File: src/rtl/slicer_pkg.sv
package slicer_pkg;

  localparam int MODE_W = 3;

  typedef enum logic [MODE_W-1:0] {
    MODE_UNBOUNDED = 3'd0,
    MODE_EACH_BEAT = 3'd1,
    MODE_SLICE4    = 3'd2,
    MODE_SLICE8    = 3'd3,
    MODE_SLICE16   = 3'd4
  } slice_mode_e;

  typedef struct packed {
    logic       cut;       // slicing enabled for this mode
    logic [3:0] last_idx;  // index of the closing beat within a slice
  } slice_cfg_t;

  // Reserved codes fall to the default arm: no slicing.
  function automatic slice_cfg_t decode_mode(input logic [MODE_W-1:0] m);
    slice_cfg_t c;
    c = '{cut: 1'b0, last_idx: 4'd0};
    case (m)
      MODE_EACH_BEAT: c = '{cut: 1'b1, last_idx: 4'd0};
      MODE_SLICE4:    c = '{cut: 1'b1, last_idx: 4'd3};
      MODE_SLICE8:    c = '{cut: 1'b1, last_idx: 4'd7};
      MODE_SLICE16:   c = '{cut: 1'b1, last_idx: 4'd15};
      default:        c = '{cut: 1'b0, last_idx: 4'd0};
    endcase
    return c;
  endfunction

endpackage

File: src/rtl/slicer_mode_reg.sv
module slicer_mode_reg #(
  parameter int W = 3
) (
  input  logic         clk,
  input  logic         rst,
  input  logic         we,
  input  logic [W-1:0] wdata,
  output logic [W-1:0] mode_q
);

  always_ff @(posedge clk) begin
    if (rst)     mode_q <= '0;
    else if (we) mode_q <= wdata;
  end

endmodule

File: src/rtl/slicer_burst_track.sv
module slicer_burst_track
  import slicer_pkg::*;
(
  input  logic              clk,
  input  logic              rst,
  input  logic              accept,
  input  logic              first,
  input  logic              undef,
  input  logic [MODE_W-1:0] mode_now,
  output logic              cut_en,
  output logic [3:0]        last_idx
);

  logic              undef_q;
  logic [MODE_W-1:0] mode_lat;
  logic              eff_undef;
  logic [MODE_W-1:0] eff_mode;
  slice_cfg_t        cfg;

  // The burst opener uses the live register; later beats use the latch.
  always_ff @(posedge clk) begin
    if (rst) begin
      undef_q  <= 1'b0;
      mode_lat <= '0;
    end else if (accept && first) begin
      undef_q  <= undef;
      mode_lat <= mode_now;
    end
  end

  always_comb begin
    eff_undef = first ? undef    : undef_q;
    eff_mode  = first ? mode_now : mode_lat;
    cfg       = decode_mode(eff_mode);
    cut_en    = eff_undef & cfg.cut;
    last_idx  = cfg.last_idx;
  end

endmodule

File: src/rtl/slicer_beat_counter.sv
module slicer_beat_counter #(
  parameter int CNT_W = 8
) (
  input  logic             clk,
  input  logic             rst,
  input  logic             accept,
  input  logic             first,
  input  logic             close,
  output logic [CNT_W-1:0] beat_idx,
  output logic [CNT_W-1:0] cnt_q
);

  always_comb beat_idx = first ? '0 : cnt_q;

  always_ff @(posedge clk) begin
    if (rst)         cnt_q <= '0;
    else if (accept) cnt_q <= close ? '0 : beat_idx + 1'b1;
  end

endmodule

File: src/rtl/incr_burst_slicer.sv
module incr_burst_slicer
  import slicer_pkg::*;
#(
  parameter int CNT_W = 8
) (
  input  logic             clk,
  input  logic             rst,
  input  logic             mode_we,
  input  logic [2:0]       mode_wdata,
  input  logic             beat_valid,
  input  logic             beat_ready,
  input  logic             burst_first,
  input  logic             burst_undef,
  output logic             slice_end,
  output logic [CNT_W-1:0] beat_count
);

  localparam int IDX_W = 4;

  logic              accept;
  logic [MODE_W-1:0] mode_q;
  logic              cut_en;
  logic [IDX_W-1:0]  last_idx;
  logic [CNT_W-1:0]  beat_idx;
  logic              close;

  generate
    if (CNT_W < IDX_W) begin : g_bad_width
      initial $error("CNT_W must hold a 16-beat slice index");
    end
  endgenerate

  always_comb accept = beat_valid & beat_ready;

  slicer_mode_reg #(.W(MODE_W)) u_mode (
    .clk    (clk),
    .rst    (rst),
    .we     (mode_we),
    .wdata  (mode_wdata),
    .mode_q (mode_q)
  );

  slicer_burst_track u_track (
    .clk      (clk),
    .rst      (rst),
    .accept   (accept),
    .first    (burst_first),
    .undef    (burst_undef),
    .mode_now (mode_q),
    .cut_en   (cut_en),
    .last_idx (last_idx)
  );

  always_comb close = accept & cut_en & (beat_idx == CNT_W'(last_idx));

  slicer_beat_counter #(.CNT_W(CNT_W)) u_cnt (
    .clk      (clk),
    .rst      (rst),
    .accept   (accept),
    .first    (burst_first),
    .close    (close),
    .beat_idx (beat_idx),
    .cnt_q    (beat_count)
  );

  // Combinational so the pulse lines up with the closing beat itself.
  always_comb slice_end = close;

endmodule

File: config.mk
export PLATFORM = sky130hd
export DESIGN_NAME = incr_burst_slicer
export DESIGN_NICKNAME = d
export VERILOG_FILES = /design/src/rtl/slicer_pkg.sv /design/src/rtl/slicer_mode_reg.sv /design/src/rtl/slicer_burst_track.sv /design/src/rtl/slicer_beat_counter.sv /design/src/rtl/incr_burst_slicer.sv
export SDC_FILE = /design/constraint.sdc
export NUM_CORES = 1
export LEC_CHECK = 0
export ABC_AREA = 0
export CORE_MARGIN = 3
export CORE_UTILIZATION = 48
export CTS_CLUSTER_DIAMETER = 50
export DETAILED_ROUTE_END_ITERATION = 10
export PLACE_DENSITY = 0.76
export RECOVER_POWER = 50
export SYNTH_ARGS = -nofsm -noshare
export SYNTH_HDL_FRONTEND = slang
export SYNTH_SLANG_ARGS = --single-unit
File: constraint.sdc
create_clock -name clk -period 1.8 [get_ports clk]
set_clock_uncertainty 0.1 [all_clocks]
set_input_delay 0.36 -clock clk [delete_from_list [all_inputs] [get_ports clk]]
set_output_delay 0.36 -clock clk [all_outputs]
set_load 0.03 [all_outputs]
# Word level (Yosys, flattened, before mapping)
# Index checks and enable logic that the tools add are counted.
[word_totals]
word_cells = 20
regBits = 15
inputBits = 10
output_inout_bits = 9
[classes]
reduce_logical = 1
n_mux = 5
n_eq_ne = 5
addsub = 1
n_bitwise = 4
[ops]
columns = ["op", "count"]
rows = [
  ["case mux 5 bit (4 select lines)", 1],
  ["2-to-1 mux 8 bit", 2],
  ["adder 8 x 1 -> 8 bit (second input constant)", 1],
  ["== test 8 x 4 -> 1 bit", 1],
  ["== test 3 x 2 -> 1 bit (second input constant)", 2],
  ["AND 1 bit", 4],
  ["== test 3 x 1 -> 1 bit (second input constant)", 1],
  ["== test 3 bit (second input constant)", 1],
  ["2-to-1 mux 3 bit", 1],
  ["logical AND 1 bit", 1],
  ["2-to-1 mux 1 bit", 1],
]

# Depth between registers and ports, before layout
[logic_depth]
word_depth = 7
depth_mapped = 7
depth_no_buf = 7

# Cells and area by module
# Synthesis repeated with hierarchy kept, for this count alone.
[unflattened]
cells_unflattened = 118
area_unflattened_um2 = 937.1
[by_module_without_submodules]
columns = ["module", "instances", "area_per_inst_um2", "seq_area_each_um2", "cells_per_inst"]
rows = [
  ["slicer_beat_counter", 1, 496.7, 160.2, 64],
  ["slicer_burst_track", 1, 276.5, 80.1, 37],
  ["slicer_mode_reg", 1, 101.3, 60.1, 9],
  ["incr_burst_slicer", 1, 62.6, 0.0, 8],
]

# Least setup slack after synthesis
# OpenSTA, ideal clock, no wires.
[synth_timing]
kind = "register to output"
from = "register u_cnt.cnt_q[3]"
to = "output slice_end"
stages_incl_launch_ff = 6
t_required_ps = 1340
arrival_time_ps = 1720
n_path_buf = 1
slack_ps = -380
path_cell_list = "dfxtp_1 buf_2 nand3_1 a221oi_2 nand2_1 a211oi_2"
[synth_via]
elab_chain_cells = 3
[synth_lines]
columns = ["element", "line_no", "source"]
rows = [
  ["start, declared", "slicer_beat_counter.sv:10", "output logic [CNT_W-1:0] cnt_q"],
  ["start signal, assigned", "slicer_beat_counter.sv:17", "else if (accept) cnt_q <= close ? '0 : beat_idx + 1'b1;"],
  ["2-to-1 mux 8 bit", "slicer_beat_counter.sv:13", "always_comb beat_idx = first ? '0 : cnt_q;"],
  ["== test 8 x 4 -> 1 bit", "incr_burst_slicer.sv:54", "always_comb close = accept & cut_en & (beat_idx == CNT_W'(last_idx));"],
  ["AND 1 bit", "incr_burst_slicer.sv:54", ""],
  ["end, declared", "incr_burst_slicer.sv:14", "output logic slice_end,"],
]
# Every way passes these cells.

# Worst setup path after layout
[layout_timing]
from = "register u_cnt.cnt_q[2]"
to = "output slice_end"
# The elaborated chain is that of the path after synthesis.

==> metrics.md <==
| Metric | Value |
|---|---|
| Status | finished with violations |
| Failing checks | setup timing |
| EDFF count, synth | 0 |
| Fmax | between 0.4 and 0.5 GHz |
| Largest net degree at the start of global routing | 11 |
| Htree depth | 1 |
| Initial DRC count | 32 |
| Post-synthesis net count | between 100 and 150 |
| FILL cells | between 90 and 100 |
| Yosys top cell by area | dfxtp_1 |
| Multiplexer share of the synthesized area | under 10% |
| Yosys top cell area share | between 30% and 40% |
| TritonRoute pass-1 iters | 4 |
| First-pass GRT wire length | a little under 4000 µm |
| Final ANT Viol Nets | 0 |
| Clk root buf | clkbuf_4 |
| Crit path max fanout | 6 |
| Commonest cells post-synth | 15 x dfxtp_1, 15 x nor2_1, 10 x nand2_1, 7 x mux2i_1, 6 x nand3_1 |
| Max-cap check violation count | 0 |
| TritonCTS clock tree | done |
| Total CTS buffers | 3 |
| Async SR Flop Fraction | 0% |
| GRT Util Overall | about a fifth |
| Synth area leaders | dfxtp_1 35%, mux2i_1 8.1%, nor2_1 6.5% |
| Critical Path AT | around 1.7 ns |
| Post-Route Utilization | between 80 and 90% |
| PD cells | 513 mW/mm² |
| Hold_ws | approximately 0.44 ns |
| CP Data Required Time | 1.34 ns |
| Die span in y | about 48 µm |
| Layout cell share with drive strength beyond 1 | 36.7% |
| Hold Path Class | reg2reg |
| Num rows | 14 |
| Mapped cell area | 861 µm² |
| # port buffers | 18 |
| Leakage power total | around 0.57 nW |
| Crit Path Category | reg2out |
| Maximum vdd drop | around 0.41 mV |
| Area grow syn2layout | 54.2% |
| Nature of the critical path startpoint | register |
| Top-level I/O count | 19 |
| Final setup viols | 1 |
| Post-DP HPWL | about 1700 µm |
| Total Wirelength | 2360 µm |
| CTS clk-pin slew, worst paths | around 0.090 ns |
| Largest family of logic cells by synthesized area | simple AND/OR/NAND/NOR gates |
| Clk Latency, worst-skew pair | a little under 0.3 ns |
| Drt drc | 0 |
| Slew HR | between 60 and 70% |
| Fin crit period | between 2 and 2.5 ns |
| Reg2reg start | u_track.mode_lat[2]$_SDFFE_PP0P_ |
| Hold Startpoint | u_track.undef_q$_SDFFE_PP0P_ |
| Max-slew violations | 0 |
| Nets | roughly 150 |
| Hold Path Cell Cnt | 2 |
| Post-synth top flop | dfxtp_1 |
| Num Clock Sinks | 15 |
| Post-Syn Instances | just under 100 |
| Initial Utilization | around 54% |
| Die W | a little under 50 µm |
| Warnings, synthesis | 0 |
| Setup TNS | -0.355 ns |
| Final setup margin | -0.355 ns |
| Post-synthesis sequential area ratio | a little over a third |
| Post-synthesis adder-cell area fraction | 1.45% |
| Worst r2r path cells | 6 |
| Count of final hold-check violations | 0 |
| Initial antenna violation count | 0 |
| Critical path endpoint category | primary output |
| Die ar. | 0.00234 mm² |
| Yosys cell types | 40 |
| Routed WL per cell | ~14 µm |
| Worst Hold End | u_track.undef_q$_SDFFE_PP0P_ |
| Core ar. | ~0.0016 mm² |
| Antenna cells | 0 |
| Fin crit share | 120% |
| Pre-CTS WS | -0.596 ns |
| #FFs+latches synth | 15 |
| Synth Area in Compound Gates | roughly 17% |
| R2r endpoint | u_cnt.cnt_q[2]$_SDFFE_PP0P_ |
| Post-Synth Simple-Gate Area | between 20% and 30% |
| Area share of xor/xnor cells in the synthesized design | around 3.1% |
| Grt ovf | 0 |
| Worst-Margin Slew | around 0.46 ns |
| Syn Area/Cell | about 9 µm² |
| GP Congestion | ~0.85 |
| Via count | 899 |
| Max clock buf depth | 2 |
| RSZ-0062 raised after global routing | true |
| Vias in the first global route | approximately 850 |
| Via density | between 5 and 6 |
| FF-to-FF setup slack | around 0.09 ns |
## routing by layer
layer  vias up  share of wire, %  global-route usage (%)
met2        26                46                    33.9
met4         0               1.2                    7.11
met3         2               6.0                    4.60
met5         -                 0                       0
li1        443                 -                       -
met1       428                47                    27.5
## what timing repair did
action                     CTS  global route
setup endpoints to repair   15             6
hold buffers                 0             0
pin swaps                    4             3
gates resized for setup     16            11
setup buffers                1             0
## worst max-delay path, stage by stage, from the launching register on
cell	delay [ns]
dfxtp_4	0.39
and3b_1	0.21
a221oi_4	0.23
nand2_2	0.11
a211oi_4	0.30
buf_6	0.17
## worst max path at each step
stage / startpoint / end / slack, ns / cells past startpoint
CTS: u_cnt.cnt_q[2]$_SDFFE_PP0P_ / slice_end / -0.31 / 5
finish: u_cnt.cnt_q[2]$_SDFFE_PP0P_ / slice_end / -0.36 / 5
floorplan: u_cnt.cnt_q[2]$_SDFFE_PP0P_ / slice_end / -0.13 / 5
detailed placement: burst_first / slice_end / -0.60 / 5
global route: u_cnt.cnt_q[2]$_SDFFE_PP0P_ / slice_end / -0.46 / 5
global placement: burst_first / slice_end / -0.51 / 5
## power breakdown
part	internal, mW	total [mW]	switching (mW)
registers	0.337	0.349	0.0127
clock network	0.0863	0.202	0.116
logic	0.0690	0.129	0.0602
## cell type report
type	instances	area, µm²	share of cell area [%]
clock buffers	4	26.3	1.98
inverters	2	7.51	0.566
multi-input cells	75	594	44.8
flip-flops and latches	15	320	24.1
well taps	24	30.0	2.26
repair buffers	43	349	26.3
## logic make-up (layout without fill, tap and decap cells)
family,after synthesis,after routing
AOI/OAI and AO/OA,15,15
xor gates and xnor gates,3,3
adders and majority gates,1,1
buffers and inverters,7,49
DFF,15,15
muxes,7,7
and+or+nand+nor,49,49
## sequential cells by signal (all words and copies together), names as in the netlist
register	count
u_cnt.cnt_q	8
u_mode.mode_q	3
u_track.mode_lat	3
u_track.undef_q	1
## stage by stage
| step | cells | power (mW) | cell area, µm² |
|---|---|---|---|
| after floorplan | 97 | 0.421 | 891 |
| after global placement | 158 | 0.475 | 1240 |
| after detailed placement | 158 | 0.478 | 1240 |
| after CTS | 163 | 0.675 | 1300 |
| after global routing | 163 | 0.717 | 1330 |
| final | 163 | 0.681 | 1330 |
## cells in the final DEF, fill, tap and decap left out, types with 2 or more instances in the layout
cell / n
clkdlybuf4s50_1: 6
a22o_1: 2
nor2_1: 14
nor3_1: 2
clkbuf_1: 3
buf_4: 23
mux2i_1: 7
nand4_1: 2
nand2_1: 9
dlygate4sd2_1: 7
xnor2_1: 2
clkbuf_4: 3
nand3b_1: 2
dfxtp_1: 9
nand3_1: 6
a2111oi_2: 2
dfxtp_4: 5
dlygate4sd3_1: 2
No activity file was read; power rests on OpenSTA's default activity.
